### config.mk
export PLATFORM = sky130hd
export DESIGN_NAME = page_walker
export DESIGN_NICKNAME = d
export VERILOG_FILES = /design/src/rtl/walk_pkg.sv /design/src/rtl/walk_dp.sv /design/src/rtl/walk_ctrl.sv /design/src/rtl/page_walker.sv
export SDC_FILE = /design/constraint.sdc
export NUM_CORES = 1
export LEC_CHECK = 0
export BUFFER_PORTS_ARGS = -buffer_cell sky130_fd_sc_hd__buf_4
export CAP_MARGIN = 25
export CORE_MARGIN = 4
export CORE_UTILIZATION = 45
export CTS_BUF_LIST = sky130_fd_sc_hd__clkbuf_8 sky130_fd_sc_hd__clkbuf_16
export DETAILED_ROUTE_END_ITERATION = 8
export PLACE_DENSITY = 0.76
export SETUP_SLACK_MARGIN = 0.15
export SLEW_MARGIN = 20
export SYNTH_ARGS = -nofsm -noshare
export SYNTH_HDL_FRONTEND = slang
export SYNTH_HIERARCHICAL = 1
export SYNTH_SLANG_ARGS = --single-unit
### constraint.sdc
create_clock -name clk -period 8.29 [get_ports clk]
set_input_delay 0.4145 -clock clk [delete_from_list [all_inputs] [get_ports clk]]
set_output_delay 0.4145 -clock clk [all_outputs]
set_load 0.1 [all_outputs]
### src/rtl/walk_pkg.sv
package walk_pkg;
  localparam int ADDR_W     = 32;
  localparam int NUM_LEVELS = 3;

  typedef enum logic [1:0] {
    ENT_EMPTY    = 2'd0,
    ENT_LINK     = 2'd1,
    ENT_PAGE     = 2'd2,
    ENT_RESERVED = 2'd3
  } entry_kind_e;

  typedef enum logic [1:0] {
    FLT_NONE  = 2'd0,
    FLT_XLATE = 2'd1,
    FLT_DEPTH = 2'd2
  } fault_e;

  // Strobes from the sequencer to the datapath
  typedef struct packed {
    logic       capture;
    logic       bypass;
    logic       descend;
    logic       takePage;
    logic       setFault;
    fault_e     faultCode;
    logic [1:0] level;     // depth of the entry just fetched (0 = root)
  } walk_strobe_t;

  // Lowest virtual address bit of the index consumed at a given depth;
  // depth 0 returns the address width (top of the first index).
  function automatic int levelLsb(input int lvl);
    case (lvl)
      0:       return ADDR_W;
      1:       return 24;
      2:       return 18;
      default: return 12;
    endcase
  endfunction
endpackage

### src/rtl/walk_dp.sv
module walk_dp
  import walk_pkg::*;
#(
  parameter int CTX_W          = 8,
  parameter int REF_BIT        = 5,
  parameter int MOD_BIT        = 6,
  parameter int ENTRY_SHIFT    = 4,
  parameter int ADDR_FIELD_LSB = 8
) (
  input  logic              clk,
  input  logic              rst_n,
  input  walk_strobe_t      strobe,
  input  logic [ADDR_W-1:0] reqVaddr,
  input  logic              reqWrite,
  input  logic [ADDR_W-1:0] cfgRootPtr,
  input  logic [CTX_W-1:0]  cfgContext,
  input  logic [ADDR_W-1:0] memRspData,
  output logic [1:0]        rspKind,
  output logic              rspNeedWb,
  output logic [ADDR_W-1:0] fetchAddr,
  output logic [ADDR_W-1:0] entryOut,
  output logic [ADDR_W-1:0] paddrOut,
  output logic [1:0]        faultOut,
  output logic [1:0]        levelOut,
  output logic              passOut
);
  localparam int IDX_SCALE = 2;
  localparam logic [ADDR_W-1:0] REF_MASK = ADDR_W'(1) << REF_BIT;
  localparam logic [ADDR_W-1:0] MOD_MASK = ADDR_W'(1) << MOD_BIT;

  logic [ADDR_W-1:0] vaReg;
  logic              wrReg;

  // Per-depth index byte offsets and page offset masks
  logic [ADDR_W-1:0] idxOff  [1:NUM_LEVELS];
  logic [ADDR_W-1:0] offMask [1:NUM_LEVELS];

  for (genvar g = 1; g <= NUM_LEVELS; g++) begin : g_depth
    localparam int HI = levelLsb(g - 1);
    localparam int LO = levelLsb(g);
    assign idxOff[g]  = ADDR_W'(vaReg[HI-1:LO]) << IDX_SCALE;
    assign offMask[g] = (ADDR_W'(1) << LO) - ADDR_W'(1);
  end

  logic [ADDR_W-1:0] nextIdx, pageMask;
  always_comb begin
    case (strobe.level)
      2'd0:    nextIdx = idxOff[1];
      2'd1:    nextIdx = idxOff[2];
      default: nextIdx = idxOff[3];
    endcase
    case (strobe.level)
      2'd1:    pageMask = offMask[1];
      2'd2:    pageMask = offMask[2];
      default: pageMask = offMask[3];
    endcase
  end

  logic [ADDR_W-1:0] rootAddr, tableBase, pageBase, updEntry;
  assign rootAddr  = (cfgRootPtr << ENTRY_SHIFT) + (ADDR_W'(cfgContext) << ENTRY_SHIFT);
  assign tableBase = {memRspData[ADDR_W-1:2], 2'b00} << ENTRY_SHIFT;
  assign pageBase  = {memRspData[ADDR_W-1:ADDR_FIELD_LSB], {ADDR_FIELD_LSB{1'b0}}} << ENTRY_SHIFT;
  assign updEntry  = memRspData | REF_MASK | (wrReg ? MOD_MASK : '0);

  assign rspKind   = memRspData[1:0];
  assign rspNeedWb = !memRspData[REF_BIT] || (wrReg && !memRspData[MOD_BIT]);

  always_ff @(posedge clk or negedge rst_n) begin
    if (!rst_n) begin
      vaReg     <= '0;
      wrReg     <= 1'b0;
      fetchAddr <= '0;
      entryOut  <= '0;
      paddrOut  <= '0;
      faultOut  <= FLT_NONE;
      levelOut  <= 2'd0;
      passOut   <= 1'b0;
    end else begin
      if (strobe.capture) begin
        vaReg     <= reqVaddr;
        wrReg     <= reqWrite;
        fetchAddr <= rootAddr;
        entryOut  <= '0;
        paddrOut  <= strobe.bypass ? reqVaddr : '0;
        faultOut  <= FLT_NONE;
        levelOut  <= 2'd0;
        passOut   <= strobe.bypass;
      end
      if (strobe.descend) begin
        fetchAddr <= tableBase + nextIdx;
      end
      if (strobe.takePage) begin
        entryOut <= updEntry;
        paddrOut <= pageBase + (vaReg & pageMask);
        levelOut <= strobe.level;
      end
      if (strobe.setFault) begin
        entryOut <= memRspData;
        faultOut <= strobe.faultCode;
      end
    end
  end
endmodule

### src/rtl/walk_ctrl.sv
module walk_ctrl
  import walk_pkg::*;
(
  input  logic         clk,
  input  logic         rst_n,
  input  logic         reqValid,
  input  logic         cfgEnable,
  input  logic         memReqReady,
  input  logic         memRspValid,
  input  logic [1:0]   rspKind,
  input  logic         rspNeedWb,
  output walk_strobe_t strobe,
  output logic         memReqValid,
  output logic         memReqWrite,
  output logic         busy,
  output logic         done
);
  localparam logic [1:0] LAST_LEVEL = 2'(NUM_LEVELS);

  typedef enum logic [2:0] {
    S_IDLE, S_RD_REQ, S_RD_WAIT, S_WB_REQ, S_FIN
  } state_e;

  state_e     state, stateNext;
  logic [1:0] level, levelNext;

  always_comb begin
    stateNext        = state;
    levelNext        = level;
    strobe           = '0;
    strobe.faultCode = FLT_NONE;
    strobe.level     = level;
    case (state)
      S_IDLE: begin
        if (reqValid) begin
          strobe.capture = 1'b1;
          strobe.bypass  = !cfgEnable;
          levelNext      = 2'd0;
          stateNext      = cfgEnable ? S_RD_REQ : S_FIN;
        end
      end
      S_RD_REQ: begin
        if (memReqReady) stateNext = S_RD_WAIT;
      end
      S_RD_WAIT: begin
        if (memRspValid) begin
          case (entry_kind_e'(rspKind))
            ENT_LINK: begin
              if (level == LAST_LEVEL) begin
                strobe.setFault  = 1'b1;
                strobe.faultCode = FLT_DEPTH;
                stateNext        = S_FIN;
              end else begin
                strobe.descend = 1'b1;
                levelNext      = level + 2'd1;
                stateNext      = S_RD_REQ;
              end
            end
            ENT_PAGE: begin
              if (level == 2'd0) begin
                strobe.setFault  = 1'b1;
                strobe.faultCode = FLT_DEPTH;
                stateNext        = S_FIN;
              end else begin
                strobe.takePage = 1'b1;
                stateNext       = rspNeedWb ? S_WB_REQ : S_FIN;
              end
            end
            default: begin
              strobe.setFault  = 1'b1;
              strobe.faultCode = FLT_XLATE;
              stateNext        = S_FIN;
            end
          endcase
        end
      end
      S_WB_REQ: begin
        if (memReqReady) stateNext = S_FIN;
      end
      default: stateNext = S_IDLE;
    endcase
  end

  always_ff @(posedge clk or negedge rst_n) begin
    if (!rst_n) begin
      state <= S_IDLE;
      level <= 2'd0;
    end else begin
      state <= stateNext;
      level <= levelNext;
    end
  end

  assign memReqValid = (state == S_RD_REQ) || (state == S_WB_REQ);
  assign memReqWrite = (state == S_WB_REQ);
  assign busy        = (state != S_IDLE);
  assign done        = (state == S_FIN);
endmodule

### src/rtl/page_walker.sv
module page_walker
  import walk_pkg::*;
#(
  parameter int CTX_W   = 8,
  parameter int REF_BIT = 5,
  parameter int MOD_BIT = 6
) (
  input  logic              clk,
  input  logic              rst_n,
  input  logic              reqValid,
  input  logic [31:0]       reqVaddr,
  input  logic              reqWrite,
  input  logic              cfgEnable,
  input  logic [31:0]       cfgRootPtr,
  input  logic [CTX_W-1:0]  cfgContext,
  output logic              memReqValid,
  input  logic              memReqReady,
  output logic              memReqWrite,
  output logic [31:0]       memReqAddr,
  output logic [31:0]       memReqWdata,
  input  logic              memRspValid,
  input  logic [31:0]       memRspData,
  output logic              busy,
  output logic              done,
  output logic [31:0]       paddr,
  output logic [31:0]       pte,
  output logic [1:0]        fault,
  output logic [1:0]        pageLevel,
  output logic              passAll
);
  walk_strobe_t strobe;
  logic [1:0]   rspKind;
  logic         rspNeedWb;

  walk_ctrl u_ctrl (
    .clk         (clk),
    .rst_n       (rst_n),
    .reqValid    (reqValid),
    .cfgEnable   (cfgEnable),
    .memReqReady (memReqReady),
    .memRspValid (memRspValid),
    .rspKind     (rspKind),
    .rspNeedWb   (rspNeedWb),
    .strobe      (strobe),
    .memReqValid (memReqValid),
    .memReqWrite (memReqWrite),
    .busy        (busy),
    .done        (done)
  );

  walk_dp #(
    .CTX_W   (CTX_W),
    .REF_BIT (REF_BIT),
    .MOD_BIT (MOD_BIT)
  ) u_dp (
    .clk        (clk),
    .rst_n      (rst_n),
    .strobe     (strobe),
    .reqVaddr   (reqVaddr),
    .reqWrite   (reqWrite),
    .cfgRootPtr (cfgRootPtr),
    .cfgContext (cfgContext),
    .memRspData (memRspData),
    .rspKind    (rspKind),
    .rspNeedWb  (rspNeedWb),
    .fetchAddr  (memReqAddr),
    .entryOut   (pte),
    .paddrOut   (paddr),
    .faultOut   (fault),
    .levelOut   (pageLevel),
    .passOut    (passAll)
  );

  assign memReqWdata = pte;
endmodule

==> impl_metrics.toml <==
[cts]
htreeDepth = 4
post_cts_buffers = 0
clock_latency_ns = 0.42
cts_tree = "done"
cts_root_buf = "clkbuf_16"
cts-resized-gates = 0
clock_path_buffers = 2
clock_sinks = 137
clk_pin_slew_ns = 0.06
cts_hold_buffers = 0
cts_made_buffers = 17

[sta]
report.final.slew_viol_count = 0
min_period_ns = 3.48
tightest_slew_ns = 0.925
hold_viol = 0
clock.fmax_mhz = 288
rsz0062_at_grt = "false"
fin_worst_skew_ns = 0.00788
setup_viol = 0
fin_crit_sh_pct = 42.0
slew_headroom_pct = 38.4
tns_ns = 0

[final_layout]
final_nets = 1242
diodes = 0
multi_input_area_um2 = 4460
stdcell_count = 1339
mostFrequentLayoutCells = "246 x buf_4, 137 x dfrtp_1, 117 x nand2_1, 79 x o21ai_0, 60 x a21oi_1"
layout_commonest_cell = "buf_4"
register_area_um2 = 3430
drive_gt1_share_pct = 29.9
synthToLayoutAreaGrowth_pct = 26.8
fillCellCount = 1609

[setup_path]
worstPathArrival_ns = 3.76
cp.required_ns = 8.57
worst-path-max-fanout = 8
critPathKind = "reg2reg"
critPathCaptureType = "register"
startpoint_type = "register"

[synth]
ys.flop_type = "dfrtp_1"
synth-adder-area-share_pct = 5.30
yosys.area_share.simple_pct = 18.1
synth-edff-count = 0
netlist_top_cells_area = "dfrtp_1 41%, nand2_1 5.2%, o21ai_0 4.7%, ha_1 4.6%, mux2_2 4.4%"
synth_mux_area_share_pct = 5.36
synthArstFlopShare_pct = 100
yosysTopAreaCell = "dfrtp_1"
ys_warn_count = 6
yosysUniqueCellTypes = 72
ys_seq_elements = 137
synth_top_family_by_area = "compound AO/OA/AOI/OAI gates"
netlist_area_um2 = 8460
synth_top_area_share_pct = 40.5
synthCells = 915
synthXorXnorAreaFrac_pct = 5.49
synth_compound_area_share_pct = 18.2
ys_seq_area_share_pct = 40.5
syn_area_per_cell_um2 = 9.24

[route]
dr_wl_met3_um = 1850
drc = 0
final_antenna_net_count = 0
vias = 7629
drtIter0Drc = 560
highest_layer = "met4"
first_pass_iters = 5
vias_per_cell = 5.70
wl_met2_um = 12100
drt-total-wl_um = 25500
routedWlPerCell_um = 19.0
met1_length_um = 11000

[power]
ir_drop_uv = 260
p_leak_nw = 5.10
p_seq_share_pct = 24.6
internal-power_w = 0.00197
swShare_pct = 55.3
p_comb_share_pct = 58.5
p_switching_w = 0.00243
power.density_nw_per_um2 = 410
power.share.clock_pct = 16.9

[global_route]
grt_pass1_vias = 7286
gr-total-overflow = 0
grt_pass1_wl_um = 40100
grt_max_degree = 85
track_usage_pct = 23.4
antenna_found_initial = 0

[floorplan]
die_x_um = 145
start_util_pct = 46.4
core_area_um2 = 18200
rows = 49
die_h_um = 145
io_pins = 248
die-area_um2 = 21000

[placed_design]
dpl.hpwl_um = 18800
dp_cells = 1306
gp_congestion = 0.906
numPortBuffers = 241

[min_path]
min_path_type = "in2async"

[run_status]
status = "complete, no violations"

[run]
cap_violations = 0
[sequential cells by signal, indices dropped and copies added (netlist names)]
name,flops
u_dp/entryOut,32
u_dp/paddrOut,32
u_dp/vaReg,32
u_dp/fetchAddr,30
u_ctrl/state,3
u_ctrl/level,2
u_dp/faultOut,2
u_dp/levelOut,2
u_dp/passOut,1
u_dp/wrReg,1
[cells in the mapped netlist, types with 3 or more instances]
library cell / n
buf_1: 3
xnor2_1: 31
and3_1: 46
dfrtp_1: 137
nor2b_1: 9
mux2_2: 33
and4_1: 3
a31oi_1: 5
o21a_1: 4
nand2_1: 117
o221ai_1: 3
a22o_1: 8
a211oi_1: 29
and2_1: 16
buf_6: 3
a22oi_1: 12
a221oi_1: 3
clkbuf_1: 38
inv_1: 21
o311ai_0: 4
o211ai_1: 5
mux2i_1: 7
nand2b_1: 5
buf_4: 39
ha_1: 31
xor2_1: 22
o21ai_0: 79
nor2_1: 34
a21o_1: 6
nand4_1: 13
nor3_1: 9
a21oi_1: 60
nand3_1: 23
fa_1: 3
or3_1: 6
[cells by family after synthesis]
group           Yosys count
fa+ha+maj                34
compound gates          241
mux                      41
buf+inv                 110
xor+xnor                 53
flops                   137
simple gates            298
other cells               1
[path summary, 6_finish.rpt]
kind | cells past startpoint | slack (ns) | from | endpoint
min reg2reg | 2 | 0.48 | u_dp/vaReg[9] | u_dp/paddrOut[9]
min | 1 | 0.0007 | rst_n | u_dp/fetchAddr[29]
max | 14 | 4.81 | u_ctrl/level[0] | u_dp/fetchAddr[30]
max in group asynchronous | 2 | 6.93 | rst_n | u_dp/paddrOut[6]
min in group clk | 3 | 0.20 | memRspData[30] | u_dp/entryOut[30]
max reg2reg | 14 | 4.81 | u_ctrl/level[0] | u_dp/fetchAddr[30]
[area by class of cell]
type / instances / area share, %
multi-input combinational: 669 / 41.6
sequential: 137 / 32.0
timing repair buffer: 249 / 17.7
clock buffer: 18 / 4.10
tap: 229 / 2.67
clock inverter: 14 / 1.25
inverter: 23 / 0.805
[layer usage]
layer	vias to the layer above	global-route usage [%]
met1	3716	32.0
met3	34	6.02
met5	-	0
met4	0	6.46
met2	280	37.2
li1	3599	-
[critical path: stages (launching register included)]
cell	delay [ns]
dfrtp_1	0.49
inv_1	0.08
ha_1	0.31
nor2_1	0.25
nand2_1	0.08
nand2_1	0.12
ha_1	0.21
inv_1	0.06
fa_1	0.38
nor2b_1	0.21
o31a_1	0.39
nand3b_4	0.15
o21ai_0	0.16
nor3b_1	0.31
o22ai_1	0.14
[power groups by stage]
| stage | Combinational, W | Clock, W | Sequential [W] |
|---|---|---|---|
| after floorplan | 0.00101 | 0 | 0.00210 |
| after global placement | 0.00253 | 0 | 0.00108 |
| after detailed placement | 0.00256 | 0 | 0.00109 |
| after CTS | 0.00257 | 0.000756 | 0.00108 |
| after global routing | 0.00268 | 0.000791 | 0.00111 |
| final | 0.00257 | 0.000742 | 0.00108 |
[metrics by stage]
stage | worst slack (ns) | instance area, µm² | utilization (%) | total power [W] | hold WS [ns]
final | 4.81 | 10700 | 58.9 | 0.00439 | 0.000677
after global routing | 4.50 | 10700 | 58.9 | 0.00459 | 0.0541
after CTS | 4.82 | 10700 | 58.8 | 0.00440 | 0.0167
after detailed placement | 4.82 | 10100 | 55.6 | 0.00365 | 0.466
after global placement | 4.97 | 10100 | 55.5 | 0.00361 | 0.457
after floorplan | 5.06 | 8460 | - | 0.00310 | 0.119
(Power assumes the default switching activity.)
